==> src/rtl/ecn_marker_pkg.sv <==
package ecn_marker_pkg;

    typedef enum logic {
        DIV_IDLE = 1'b0,
        DIV_RUN  = 1'b1
    } div_state_e;

    // Galois feedback mask for a maximal-length 16-bit sequence
    localparam logic [15:0] LFSR16_MASK = 16'hB400;
    localparam logic [15:0] LFSR16_SEED = 16'hACE1;

endpackage

==> src/rtl/ecn_lfsr.sv <==
module ecn_lfsr #(
    parameter int unsigned   W    = 16,
    parameter logic [W-1:0]  MASK = 16'hB400,
    parameter logic [W-1:0]  SEED = 16'hACE1
) (
    input  logic         clk_i,
    input  logic         rst_ni,
    input  logic         step_i,
    output logic [W-1:0] value_o
);
    logic [W-1:0] val_d, val_q;

    always_comb begin
        val_d = val_q;
        if (step_i) begin
            val_d = (val_q >> 1) ^ (val_q[0] ? MASK : '0);
        end
    end

    always_ff @(posedge clk_i) begin
        if (!rst_ni) val_q <= SEED;
        else         val_q <= val_d;
    end

    assign value_o = val_q;
endmodule

==> src/rtl/ecn_recip_div.sv <==
module ecn_recip_div
    import ecn_marker_pkg::*;
#(
    parameter int unsigned    DW       = 24,
    parameter int unsigned    RS       = 32,
    parameter logic [RS:0]    RST_QUOT = '0
) (
    input  logic          clk_i,
    input  logic          rst_ni,
    input  logic          start_i,
    input  logic [DW-1:0] divisor_i,
    output logic          busy_o,
    output logic [RS:0]   quot_o
);
    localparam int unsigned IW = $clog2(RS + 1);

    typedef struct packed {
        div_state_e    st;
        logic [IW-1:0] idx;
        logic [DW-1:0] dv;
        logic [DW-1:0] rem;
        logic [RS:0]   q;
        logic [RS:0]   res;
    } div_t;

    div_t        s_d, s_q;
    logic [DW:0] trial;
    logic [DW:0] diff;
    logic        num_bit;

    always_comb begin
        s_d     = s_q;
        num_bit = (s_q.idx == IW'(RS));
        trial   = {s_q.rem, num_bit};
        diff    = trial - {1'b0, s_q.dv};
        if (s_q.st == DIV_RUN) begin
            if (trial >= {1'b0, s_q.dv}) begin
                s_d.rem        = diff[DW-1:0];
                s_d.q[s_q.idx] = 1'b1;
            end else begin
                s_d.rem = trial[DW-1:0];
            end
            if (s_q.idx == '0) begin
                s_d.st  = DIV_IDLE;
                s_d.res = s_d.q;
            end else begin
                s_d.idx = s_q.idx - 1'b1;
            end
        end
        if (start_i) begin
            s_d.st  = DIV_RUN;
            s_d.idx = IW'(RS);
            s_d.dv  = divisor_i;
            s_d.rem = '0;
            s_d.q   = '0;
        end
    end

    always_ff @(posedge clk_i) begin
        if (!rst_ni) begin
            s_q     <= '0;
            s_q.st  <= DIV_IDLE;
            s_q.res <= RST_QUOT;
        end else begin
            s_q <= s_d;
        end
    end

    assign busy_o = (s_q.st == DIV_RUN);
    assign quot_o = s_q.res;
endmodule

==> src/rtl/ecn_ramp_prob.sv <==
module ecn_ramp_prob #(
    parameter int unsigned DW     = 24,
    parameter int unsigned RS     = 32,
    parameter int unsigned FRAC_W = 16
) (
    input  logic [DW-1:0]   excess_i,
    input  logic [RS:0]     recip_i,
    input  logic [FRAC_W:0] ceil_i,
    output logic [FRAC_W:0] prob_o
);
    localparam int unsigned PW = DW + RS + 1;
    localparam logic [PW-1:0] ONE_W = PW'(1) << FRAC_W;

    logic [PW-1:0]         prod;
    logic [PW-1:0]         frac_wide;
    logic [FRAC_W:0]       frac;
    logic [2*FRAC_W+1:0]   scaled;

    always_comb begin
        prod      = {{(RS+1){1'b0}}, excess_i} * {{DW{1'b0}}, recip_i};
        frac_wide = prod >> (RS - FRAC_W);
        frac      = (frac_wide > ONE_W) ? ONE_W[FRAC_W:0] : frac_wide[FRAC_W:0];
        scaled    = {{(FRAC_W+1){1'b0}}, frac} * {{(FRAC_W+1){1'b0}}, ceil_i};
        prob_o    = scaled[2*FRAC_W:FRAC_W];
    end
endmodule

==> src/rtl/qdepth_ecn_marker.sv <==
module qdepth_ecn_marker
    import ecn_marker_pkg::*;
#(
    parameter int unsigned DEPTH_W     = 24,
    parameter int unsigned FRAC_W      = 16,
    parameter int unsigned RECIP_SHIFT = 32,
    parameter int unsigned CNT_W       = 32,
    parameter int unsigned KMIN_RST    = 409600,
    parameter int unsigned KMAX_RST    = 2097152,
    parameter int unsigned CEIL_RST    = 65536
) (
    input  logic               clk_i,
    input  logic               rst_ni,
    input  logic               pkt_vld_i,
    input  logic [DEPTH_W-1:0] qdepth_i,
    input  logic               cfg_we_i,
    input  logic [DEPTH_W-1:0] cfg_lo_i,
    input  logic [DEPTH_W-1:0] cfg_hi_i,
    input  logic [FRAC_W:0]    cfg_ceil_i,
    output logic               mark_vld_o,
    output logic               mark_o,
    output logic               cfg_err_o,
    output logic [CNT_W-1:0]   seen_cnt_o,
    output logic [CNT_W-1:0]   marked_cnt_o
);
    localparam logic [FRAC_W:0] ONE = (FRAC_W+1)'(1) << FRAC_W;
    localparam logic [RECIP_SHIFT:0] RECIP_RST = (KMAX_RST > KMIN_RST) ?
        (RECIP_SHIFT+1)'((64'd1 << RECIP_SHIFT) / 64'(KMAX_RST - KMIN_RST)) : '0;

    typedef struct packed {
        logic [DEPTH_W-1:0] lo;
        logic [DEPTH_W-1:0] hi;
        logic [FRAC_W:0]    ceil;
        logic               err;
        logic               mark_vld;
        logic               mark;
        logic [CNT_W-1:0]   seen;
        logic [CNT_W-1:0]   marked;
    } mk_state_t;

    mk_state_t            st_d, st_q;
    logic                 div_start;
    logic                 div_busy;
    logic [DEPTH_W-1:0]   span;
    logic [RECIP_SHIFT:0] recip;
    logic [DEPTH_W-1:0]   excess;
    logic [FRAC_W:0]      prob;
    logic [FRAC_W-1:0]    rnd;
    logic [FRAC_W:0]      ceil_in;
    logic                 decide;

    ecn_lfsr #(
        .W    (FRAC_W),
        .MASK (LFSR16_MASK[FRAC_W-1:0]),
        .SEED (LFSR16_SEED[FRAC_W-1:0])
    ) lfsr_i (
        .clk_i   (clk_i),
        .rst_ni  (rst_ni),
        .step_i  (pkt_vld_i),
        .value_o (rnd)
    );

    ecn_recip_div #(
        .DW       (DEPTH_W),
        .RS       (RECIP_SHIFT),
        .RST_QUOT (RECIP_RST)
    ) div_i (
        .clk_i     (clk_i),
        .rst_ni    (rst_ni),
        .start_i   (div_start),
        .divisor_i (span),
        .busy_o    (div_busy),
        .quot_o    (recip)
    );

    ecn_ramp_prob #(
        .DW     (DEPTH_W),
        .RS     (RECIP_SHIFT),
        .FRAC_W (FRAC_W)
    ) ramp_i (
        .excess_i (excess),
        .recip_i  (recip),
        .ceil_i   (st_q.ceil),
        .prob_o   (prob)
    );

    always_comb begin
        st_d      = st_q;
        span      = cfg_hi_i - cfg_lo_i;
        ceil_in   = (cfg_ceil_i > ONE) ? ONE : cfg_ceil_i;
        div_start = 1'b0;
        if (cfg_we_i) begin
            st_d.lo   = cfg_lo_i;
            st_d.hi   = cfg_hi_i;
            st_d.ceil = ceil_in;
            st_d.err  = (cfg_hi_i <= cfg_lo_i);
            div_start = (cfg_hi_i > cfg_lo_i);
        end

        excess = qdepth_i - st_q.lo;
        if (qdepth_i <= st_q.lo) begin
            decide = 1'b0;
        end else if (st_q.err || (qdepth_i > st_q.hi) || div_busy) begin
            decide = 1'b1;
        end else begin
            decide = ({1'b0, rnd} < prob);
        end

        st_d.mark_vld = pkt_vld_i;
        st_d.mark     = pkt_vld_i & decide;
        st_d.seen     = st_q.seen + CNT_W'(pkt_vld_i);
        st_d.marked   = st_q.marked + CNT_W'(pkt_vld_i & decide);
    end

    always_ff @(posedge clk_i) begin
        if (!rst_ni) begin
            st_q      <= '0;
            st_q.lo   <= DEPTH_W'(KMIN_RST);
            st_q.hi   <= DEPTH_W'(KMAX_RST);
            st_q.ceil <= (FRAC_W+1)'(CEIL_RST);
            st_q.err  <= (KMAX_RST <= KMIN_RST);
        end else begin
            st_q <= st_d;
        end
    end

    assign mark_vld_o   = st_q.mark_vld;
    assign mark_o       = st_q.mark;
    assign cfg_err_o    = st_q.err;
    assign seen_cnt_o   = st_q.seen;
    assign marked_cnt_o = st_q.marked;
endmodule

==> config.mk <==
export PLATFORM = sky130hd
export DESIGN_NAME = qdepth_ecn_marker
export DESIGN_NICKNAME = d
export VERILOG_FILES = /design/src/rtl/ecn_marker_pkg.sv /design/src/rtl/ecn_lfsr.sv /design/src/rtl/ecn_recip_div.sv /design/src/rtl/ecn_ramp_prob.sv /design/src/rtl/qdepth_ecn_marker.sv
export SDC_FILE = /design/constraint.sdc
export NUM_CORES = 2
export LEC_CHECK = 0
export ABC_AREA = 1
export BUFFER_PORTS_ARGS = -buffer_cell sky130_fd_sc_hd__buf_2
export CORE_ASPECT_RATIO = 1.75
export CORE_UTILIZATION = 54
export DETAILED_ROUTE_END_ITERATION = 6
export GPL_TIMING_DRIVEN = 0
export PLACE_DENSITY = 0.78
export SETUP_SLACK_MARGIN = 0.15
export SLEW_MARGIN = 40
export SYNTH_ARGS = -nofsm -noshare
export SYNTH_HDL_FRONTEND = slang
export SYNTH_SLANG_ARGS = --single-unit
==> constraint.sdc <==
create_clock -name clk_i -period 29.4 [get_ports clk_i]
set_clock_uncertainty 0.1 [all_clocks]
set_input_delay 2.94 -clock clk_i [delete_from_list [all_inputs] [get_ports clk_i]]
set_output_delay 2.94 -clock clk_i [all_outputs]
set_load 0.01 [all_outputs]
==> out/summary.txt <==
clk_lat worst skew - 0.58 ns
Min Clock Period, post-route - 23.88 ns
TritonCTS clock tree - yes
Worst path slowest cell - fa_1
# port buffers - 159
final worst setup slack - 5.52 ns
Post-synth EDFFs - 0
status - finished with violations
routability congestion estimate - 1.13
worst hold path type - reg2reg
FILL cells - 8913
leading post-synthesis cells by cell area - fa_1, inv_1, dfxtp_1
die height - 407 µm
Final Hold Fails - 0
CP Launch Point - qdepth_i[0]
row cnt - 148
core outline area - 93000 µm²
die width - 234 µm
die area - 95200 µm²
worst rel slew slack - 35.3%
remaining global-route overflow - 0
Main synth FF type - dfxtp_1
sequential fraction of the synthesis area - 10.6%
CTS resizes - 0
dpl ws - 5.67 ns
Sum Neg Setup Slack - 0 ns
largest net degree at the start of global routing - 15
cts hold-fix bufs - 0
GR Util met2 - 73.0%
CP top delay family - adder cells
Crit path buffers/inverters - 19
vias in the first global route - 49875
min-delay src - div_i.s_q[43]$_SDFFE_PP0P_
DR pass1 iterations - 7
Slew @ Worst Pin - 0.971 ns
# H-tree levels - 1
setup bufs post-CTS - 0
CP max stage delay - 0.87 ns
CP Max Fanout - 10
leading area contributor after synthesis - fa_1
CP startpoint kind - input port
met3 Use GR - 12.3%
Hold WS - 0.359 ns
clock buffer depth - 3
IO Pins - 160
Clock Sinks - 269
DRC errors left - 8
CTS clk-pin slew, worst paths - 0.06 ns
max_cap viols - 0
Warnings, synthesis - 0
Gate Count Post-Synth - 6765
gr usage total - 43.8%
crit path kind - in2reg
top cell type's share of synthesized area - 35.7%
Worst path most repeated cell - nand2_1
GR Layer Usage met1 - 41.1%
via count - 47086
clock root buffer - clkbuf_16
Unique masters post-synth - 54
Worst setup EP type - flip-flop
FF+latch count, synth - 269
Via density - 5.76
DP Wirelength - 166 mm
RSZ-0062 raised after global routing - no
Max Clk Rate - 0.0419 GHz
GR peak layer - met2
Initial Utilization - 54.5%
NumNets Final - 8345
total routed wirelength - 201 mm
Post-synth ARST share - 0%
failing checks - design-rule violations
final setup fails - 0
WP data required - 29.77 ns
Layout area overhead - 6.25%
worst r2r src - st_q[108]$_SDFFE_PN0P_
synthesized cell area - 50700 µm²
share of layout cells above drive strength 1 - 5.55%
part of the cycle the worst path needs - 81.2%
Syn Nets - 8159
initial antenna violation count - 17
total CTS buffers - 25
WL/cell - 24.6 µm
Avg Cell Area, Syn - 7.49 µm²
top-count cell post-synth - inv_1
Iter 0 DRT Violations - 3781
max-slew violation count - 0
Commonest cells post-synth - inv_1, nand2_1, fa_1, nor2_1, ha_1
first-pass GRT wire length - 301 mm
ANT nets after route - 0
crit path DAT - 24.25 ns
## cell usage in the layout, fill, tap and decap left out, types with 39 or more instances in the layout
| master | synthesis | routed |
|---|---|---|
| nor3_1 | 71 | 70 |
| xor2_1 | 52 | 51 |
| nand3_1 | 228 | 228 |
| o21ai_0 | 202 | 202 |
| clkbuf_2 | 0 | 47 |
| inv_1 | 1576 | 1576 |
| buf_2 | 6 | 165 |
| fa_1 | 903 | 903 |
| xnor2_1 | 39 | 39 |
| nand2_1 | 1397 | 1397 |
| dfxtp_1 | 269 | 269 |
| a21oi_1 | 391 | 391 |
| buf_4 | 73 | 73 |
| clkbuf_1 | 220 | 181 |
| nand4_1 | 55 | 55 |
| nor2_1 | 629 | 629 |
| ha_1 | 398 | 398 |
## metrics by stage
step	instance area [µm²]	std cells	util (%)
global route	53900	8167	57.9
floorplan	50700	6765	-
CTS	53800	8167	57.9
global placement	53000	8124	57.0
detailed placement	53000	8124	57.1
finish	53900	8172	58.0
## worst min-delay path, delay by kind of cell (launching register included)
| family | cells | cell delay, ns |
|---|---|---|
| compound gates | 1 | 0.06 |
| flops | 1 | 0.30 |
| buf+inv | 1 | 0.06 |
## worst paths after layout
path                                        end  depth (start not counted)  slack [ns]
setup / recovery    marked_cnt_o[21]$_SDFF_PN0_                         97        5.52
hold / removal    div_i.quot_o[10]$_SDFFE_PN0P_                          2        0.36
setup reg to reg    marked_cnt_o[21]$_SDFF_PN0_                         95        7.81
hold reg to reg   div_i.quot_o[10]$_SDFFE_PN0P_                          2        0.36
## flip-flops by register name, summed over array words and instances (netlist names), 16 cells and up
| register | count |
|---|---|
| lfsr_i.value_o | 16 |
| div_i.s_q | 87 |
| seen_cnt_o | 32 |
| div_i.quot_o | 33 |
| st_q | 65 |
| marked_cnt_o | 32 |
## layout make-up
cell class	count	area, µm²	share of cell area [%]
clock buffers	36	697	1.29
clock inverters	7	82.6	0.153
multi-input cells	4586	37900	70.3
plain buffers	314	1530	2.83
well taps	1200	1500	2.79
inverters	1596	5990	11.1
flip-flops and latches	269	5390	10.0
repair buffers	159	796	1.48
diodes	5	12.5	0.0232
## routing by layer
metal | vias to the layer above | share of wire (%) | wire length [µm]
met1 | 22622 | 29 | 58800
met3 | 1185 | 9.5 | 19000
li1 | 20592 | - | -
met2 | 2667 | 48 | 96000
met5 | - | 0.063 | 127
met4 | 20 | 14 | 27500
## cell families after synthesis
logic type | count (synthesis) | synth area share, %
XOR/XNOR | 91 | 1.57
AO/OA/AOI/OAI | 718 | 7.70
AND/OR/NAND/NOR | 2476 | 19.9
adder cells (fa/ha/maj) | 1301 | 45.5
flip-flops | 269 | 10.6
buffers and inverters | 1910 | 14.7
Power is not shown: default switching activity piles up to over one toggle a cycle in this logic, so the estimate is an artifact.
